--- src/rtl/wdog_pkg.sv ---
// Shared definitions for the windowed watchdog.
// Assumes: all strobes are synchronous to the one system clock.
package wdog_pkg;
    // Action decided for the current cycle.
    typedef enum logic [1:0] {
        ACT_NONE  = 2'd0,
        ACT_CLEAR = 2'd1,
        ACT_RESET = 2'd2,
        ACT_WAKE  = 2'd3
    } wdog_act_e;
endpackage

--- src/rtl/wdog_base_cnt.sv ---
// Base counter: advances once per tick and wraps at 2^W.
// Reports a wrap on the tick that overflows it, and whether the count
// sits in its top quarter (both upper bits set).
// Assumes: W >= 2; zero has priority over adv.
module wdog_base_cnt #(
    parameter int W = 8
) (
    input  logic         clk,
    input  logic         rst_n,
    input  logic         zero,
    input  logic         adv,
    output logic         wrap,
    output logic         top_q
);
    logic [W-1:0] cnt;

    // Count ticks, restarting on request.
    always_ff @(posedge clk) begin
        if (!rst_n || zero) begin
            cnt <= '0;
        end else if (adv) begin
            cnt <= cnt + 1'b1;
        end
    end

    // Wrap on the tick taking the count past all ones.
    assign wrap  = adv && (&cnt);
    // Top quarter: the two most significant bits are both one.
    assign top_q = &cnt[W-1:W-2];
endmodule

--- src/rtl/wdog_postscale.sv ---
// Postscaler: counts base-counter wraps and flags expiry when the
// low sel bits of its count are all ones as another wrap arrives.
// The period is 2^sel wraps.
// Assumes: sel below 2^SEL_W; zero has priority over step.
module wdog_postscale #(
    parameter int SEL_W = 4
) (
    input  logic             clk,
    input  logic             rst_n,
    input  logic             zero,
    input  logic             step,
    input  logic [SEL_W-1:0] sel,
    output logic             expire
);
    localparam int PW = (1 << SEL_W) - 1;

    logic [PW-1:0] cnt;
    logic [PW-1:0] mask;

    // One mask bit per postscaler stage, set below the selected tap.
    generate
        for (genvar i = 0; i < PW; i++) begin : g_mask
            assign mask[i] = (SEL_W'(i) < sel);
        end
    endgenerate

    // Count wraps, restarting on request.
    always_ff @(posedge clk) begin
        if (!rst_n || zero) begin
            cnt <= '0;
        end else if (step) begin
            cnt <= cnt + 1'b1;
        end
    end

    // Expire when the selected low bits are saturated on a new wrap.
    assign expire = step && ((cnt & mask) == mask);
endmodule

--- src/rtl/wdog_event_ctl.sv ---
// Event arbiter: decides per cycle between restart, reset request and
// wake-up. It registers the two pulse outputs and drives the restart
// of both counters.
// Assumes: single-cycle strobes; disabled means counters held at zero.
module wdog_event_ctl
    import wdog_pkg::*;
(
    input  logic clk,
    input  logic rst_n,
    input  logic en,
    input  logic win_mode_n,
    input  logic clr,
    input  logic sleep_enter,
    input  logic freq_chg,
    input  logic clk_fail,
    input  logic top_q,
    input  logic expire,
    input  logic asleep,
    output logic zero,
    output logic rst_req,
    output logic wake
);
    wdog_act_e act;
    logic      viol;
    logic      restart;

    // Early service in window mode is a fault.
    assign viol    = clr && !win_mode_n && !top_q;
    assign restart = clr || sleep_enter || freq_chg || clk_fail;

    // Priority: disabled, window fault, restart, timeout.
    always_comb begin
        act = ACT_NONE;
        if (!en) begin
            act = ACT_NONE;
        end else if (viol) begin
            act = ACT_RESET;
        end else if (restart) begin
            act = ACT_CLEAR;
        end else if (expire) begin
            act = asleep ? ACT_WAKE : ACT_RESET;
        end
    end

    assign zero = !en || (act != ACT_NONE);

    // Register the one-cycle output pulses.
    always_ff @(posedge clk) begin
        if (!rst_n) begin
            rst_req <= 1'b0;
            wake    <= 1'b0;
        end else begin
            rst_req <= (act == ACT_RESET);
            wake    <= (act == ACT_WAKE);
        end
    end
endmodule

--- src/rtl/wdog_win.sv ---
// Windowed watchdog top: base counter, postscaler and event arbiter.
// Assumes: tick and all event strobes are single-cycle, synchronous.
module wdog_win #(
    parameter int BASE_W = 8,
    parameter int SEL_W  = 4
) (
    input  logic             clk,
    input  logic             rst_n,
    input  logic             tick,
    input  logic             hw_en,
    input  logic             sw_en,
    input  logic [SEL_W-1:0] ps_sel,
    input  logic             win_mode_n,
    input  logic             clr,
    input  logic             sleep_enter,
    input  logic             freq_chg,
    input  logic             clk_fail,
    input  logic             asleep,
    output logic             rst_req,
    output logic             wake,
    output logic             win_flag
);
    logic en;
    logic zero;
    logic wrap;
    logic top_q;
    logic expire;

    // Hard enable overrides the software bit.
    assign en = hw_en || sw_en;

    wdog_base_cnt #(.W(BASE_W)) u_base (
        .clk   (clk),
        .rst_n (rst_n),
        .zero  (zero),
        .adv   (tick),
        .wrap  (wrap),
        .top_q (top_q)
    );

    wdog_postscale #(.SEL_W(SEL_W)) u_post (
        .clk    (clk),
        .rst_n  (rst_n),
        .zero   (zero),
        .step   (wrap),
        .sel    (ps_sel),
        .expire (expire)
    );

    wdog_event_ctl u_ctl (
        .clk         (clk),
        .rst_n       (rst_n),
        .en          (en),
        .win_mode_n  (win_mode_n),
        .clr         (clr),
        .sleep_enter (sleep_enter),
        .freq_chg    (freq_chg),
        .clk_fail    (clk_fail),
        .top_q       (top_q),
        .expire      (expire),
        .asleep      (asleep),
        .zero        (zero),
        .rst_req     (rst_req),
        .wake        (wake)
    );

    // Flag reads zero whenever the watchdog is off.
    assign win_flag = en && top_q;
endmodule

--- config.mk ---
export PLATFORM = sky130hd
export DESIGN_NAME = wdog_win
export DESIGN_NICKNAME = d
export VERILOG_FILES = /design/src/rtl/wdog_pkg.sv /design/src/rtl/wdog_base_cnt.sv /design/src/rtl/wdog_postscale.sv /design/src/rtl/wdog_event_ctl.sv /design/src/rtl/wdog_win.sv
export SDC_FILE = /design/constraint.sdc
export NUM_CORES = 1
export LEC_CHECK = 0
export ABC_AREA = 1
export ABC_CLOCK_PERIOD_IN_PS = 2200
export BUFFER_PORTS_ARGS = -buffer_cell sky130_fd_sc_hd__buf_2
export CAP_MARGIN = 20
export CORE_MARGIN = 2
export CORE_UTILIZATION = 42
export CTS_BUF_LIST = sky130_fd_sc_hd__clkbuf_8
export DETAILED_ROUTE_END_ITERATION = 6
export PLACE_DENSITY_LB_ADDON = 0.05
export SYNTH_ARGS = -nofsm -noshare
export SYNTH_HDL_FRONTEND = slang
export SYNTH_HIERARCHICAL = 1
export SYNTH_SLANG_ARGS = --single-unit
--- constraint.sdc ---
create_clock -name clk -period 2.2 [get_ports clk]
set_clock_uncertainty 0.05 [all_clocks]
set_input_delay 0.11 -clock clk [delete_from_list [all_inputs] [get_ports clk]]
set_output_delay 0.11 -clock clk [all_outputs]
set_load 0.01 [all_outputs]
==> impl_metrics.py <==
metrics = {
    "sta": {
        "worst_slew_pin_slew_ns": 0.260,
        "holdWs_ns": 0.0542,
        "maxSlewHeadroom": 0.826,
        "min_period_over_period": 0.926,
        "fmax_mhz": 491,
        "grt_setup_unrepaired": "yes",
        "drv_slew": 0,
        "layout_setup_ws_ns": 0.162,
        "period_needed_ns": 2.04,
        "tns_ns": 0,
        "hold_violations": 0,
        "setup_violations": 0,
    },
    "pwr": {
        "netSwitchingFraction": 0.238,
        "p_seq_frac": 0.568,
        "power.density_mw_per_mm2": 444,
        "p_comb_frac": 0.103,
        "ir_worst_vdd_mv": 0.311,
        "p_int_mw": 0.611,
        "power_mw": 0.802,
        "clkPwrFrac": 0.329,
        "p_sw_mw": 0.191,
        "p_leak_nw": 0.788,
    },
    "synthesis": {
        "yosysTopAreaCell": "dfxtp_1",
        "synthMuxAreaShare": 0,
        "yosys_warnings": 6,
        "synth_top_family_by_area": "simple AND/OR/NAND/NOR gates",
        "synth_fa_ha_area_frac": 0.0167,
        "avgSynthCellArea_um2": 6.48,
        "synth_cells": 231,
        "synth_xor_area_frac": 0.00585,
        "syn_area_mm2": 0.00150,
        "ys_ff_latch": 25,
        "synthDistinctLibCells": 27,
        "synthTopCellsByArea": "dfxtp_1 33%, nand2_1 13%, inv_1 8.8%, nor2_1 8.3%, a21oi_1 6.3%",
        "synth-compound-area-share": 0.106,
        "syn-num-nets": 248,
        "ys_seq_area_frac": 0.334,
        "synth-simple-area-share": 0.424,
        "synth_top_area_share": 0.334,
    },
    "clock_tree": {
        "clockBufferDepth": 2,
        "cts_tree": "yes",
        "root_buffer": "clkbuf_8",
        "cts-htree-levels": 1,
        "clkLatencyLatePin_ns": 0.26,
        "numCtsBuffers": 3,
        "cts_num_sinks": 25,
        "cts.reportedPaths.clkPinSlew_ns": 0.08,
    },
    "detailed_routing": {
        "vias_per_cell": 4.65,
        "drtAntennaViolNets": 0,
        "vias": 1415,
        "dr.pass1.iters": 4,
        "routed_wl_um": 3090,
        "drtIter0Drc": 85,
        "drc_errors": 0,
        "wl_per_cell_um": 10.2,
    },
    "critical_path": {
        "r2r_cells": 17,
        "cp_max_fo": 7,
        "cp.arrival_ns": 2.15,
        "required_ns": 2.32,
        "criticalPathCategory": "reg2reg",
        "cp-start-kind": "register",
        "crit_path_end_kind": "register",
    },
    "layout": {
        "diodes": 0,
        "post-route-util": 0.533,
        "nets": 276,
        "final_cell_mix": "52 x nand2_1, 34 x inv_1, 31 x nor2_1, 23 x dfxtp_1, 18 x a21oi_1",
        "final_cells": 304,
        "fillCellCount": 362,
        "fin_area_mm2": 0.00181,
        "areaGrowthSynthToFinish_pct": 20.7,
        "layout_commonest_cell": "nand2_1",
        "drive_above_1_share": 0.256,
    },
    "global_route": {
        "grt_pass1_wl_um": 5620,
        "grt_overflow": 0,
        "grt_use_total": 0.171,
        "grt_antenna_before_repair": 0,
        "grt_max_degree": 14,
        "grt_pass1_vias": 1336,
    },
    "status": {
        "status": "complete, no violations",
    },
    "floorplanning": {
        "die_w_um": 63.7,
        "die_h_um": 63.7,
        "core_mm2": 0.00339,
        "rows": 21,
        "fp.dieArea_mm2": 0.00406,
        "num_io_pins": 18,
        "start_util": 0.442,
    },
    "placed_design": {
        "place_inst": 299,
        "dp_hpwl_um": 2480,
        "place_ws_ns": -0.0939,
        "gp_congestion": 0.754,
        "port_buffers": 17,
        "place_area_mm2": 0.00173,
    },
    "min_path": {
        "hp-class": "in2reg",
        "hold_depth": 3,
    },
    "run": {
        "drv_cap": 0,
    },
}
area by class of cell:
class                   count  area, µm²  share of cell area
clock inverters             1       3.75             0.00208
well taps                  46       57.6              0.0318
inverters                  39        146              0.0810
repair buffers             26        153              0.0844
multi-input cells         164        903               0.500
clock buffers               3       41.3              0.0228
flip-flops and latches     25        503               0.278
logic make-up (layout without fill, tap and decap cells):
kind of cell / count (synthesis) / after routing
XOR/XNOR: 1 / 1
AND/OR/NAND/NOR: 130 / 130
flip-flops: 25 / 25
adder cells (fa/ha/maj): 2 / 2
buffers and inverters: 42 / 69
AO/OA/AOI/OAI: 31 / 31
power by group through the flow:
stage / Clock, mW / Sequential [mW] / Combinational [mW]
floorplan: 0 / 0.467 / 0.0469
global placement: 0 / 0.467 / 0.0775
detailed placement: 0 / 0.467 / 0.0769
CTS: 0.278 / 0.456 / 0.0786
global route: 0.300 / 0.456 / 0.0954
finish: 0.264 / 0.456 / 0.0823
cells in the mapped netlist:
master / number
buf_6: 1
nand3_1: 19
buf_2: 1
nor2_4: 5
nor4_2: 1
a211oi_1: 1
buf_4: 1
ha_1: 2
o21ai_0: 5
xnor2_1: 1
nand2_4: 2
nand2_2: 2
nor2_2: 5
nand3b_1: 2
a31oi_1: 1
dfxtp_1: 25
nor3_1: 3
nand4_2: 1
nand2_1: 53
nor2_1: 33
inv_2: 4
inv_1: 35
nand4_1: 1
a21oi_1: 19
nand3_2: 2
o21ai_1: 5
nor3b_2: 1
critical path: stages (launching register included):
cell     delay (ns)
dfxtp_2        0.36
ha_4           0.14
nand2_4        0.05
nor2_4         0.11
inv_2          0.06
nor4_4         0.17
nand3_2        0.08
nor2_1         0.10
nand3_1        0.08
nor2_2         0.11
nand2_1        0.07
nand3_2        0.08
nand3_2        0.07
nand3_2        0.10
buf_4          0.12
nor2_4         0.06
o21ai_1        0.08
nor2_1         0.05
final timing paths:
kind	to	from	slack, ns
max	u_base/cnt[4]	u_base/cnt[1]	0.16
min	u_ctl/rst_req	rst_n	0.05
max reg2reg	u_base/cnt[4]	u_base/cnt[1]	0.16
min reg2reg	u_base/cnt[4]	u_base/cnt[4]	0.44
state kept, by name (all words and copies together), names as in the netlist:
signal and cells:
u_base/cnt 8, u_post/cnt 15, u_ctl/wake 1, u_ctl/rst_req 1
metal layers:
| layer | up-vias | track usage | part of all wire |
|---|---|---|---|
| li1 | 775 | - | - |
| met1 | 618 | 0.233 | 0.51 |
| met2 | 20 | 0.288 | 0.45 |
| met3 | 2 | 0.0179 | 0.033 |
| met4 | 0 | 0.0408 | 0.0068 |
| met5 | - | 0 | 0 |
repair_timing:
item,in CTS,in global routing
gates resized for setup,3,6
setup endpoints to repair,16,23
hold buffers,0,0
pin swaps,0,1
gates cloned,0,0
buffers inserted,1,0
Note: power is estimated with default switching activity, not from simulation.
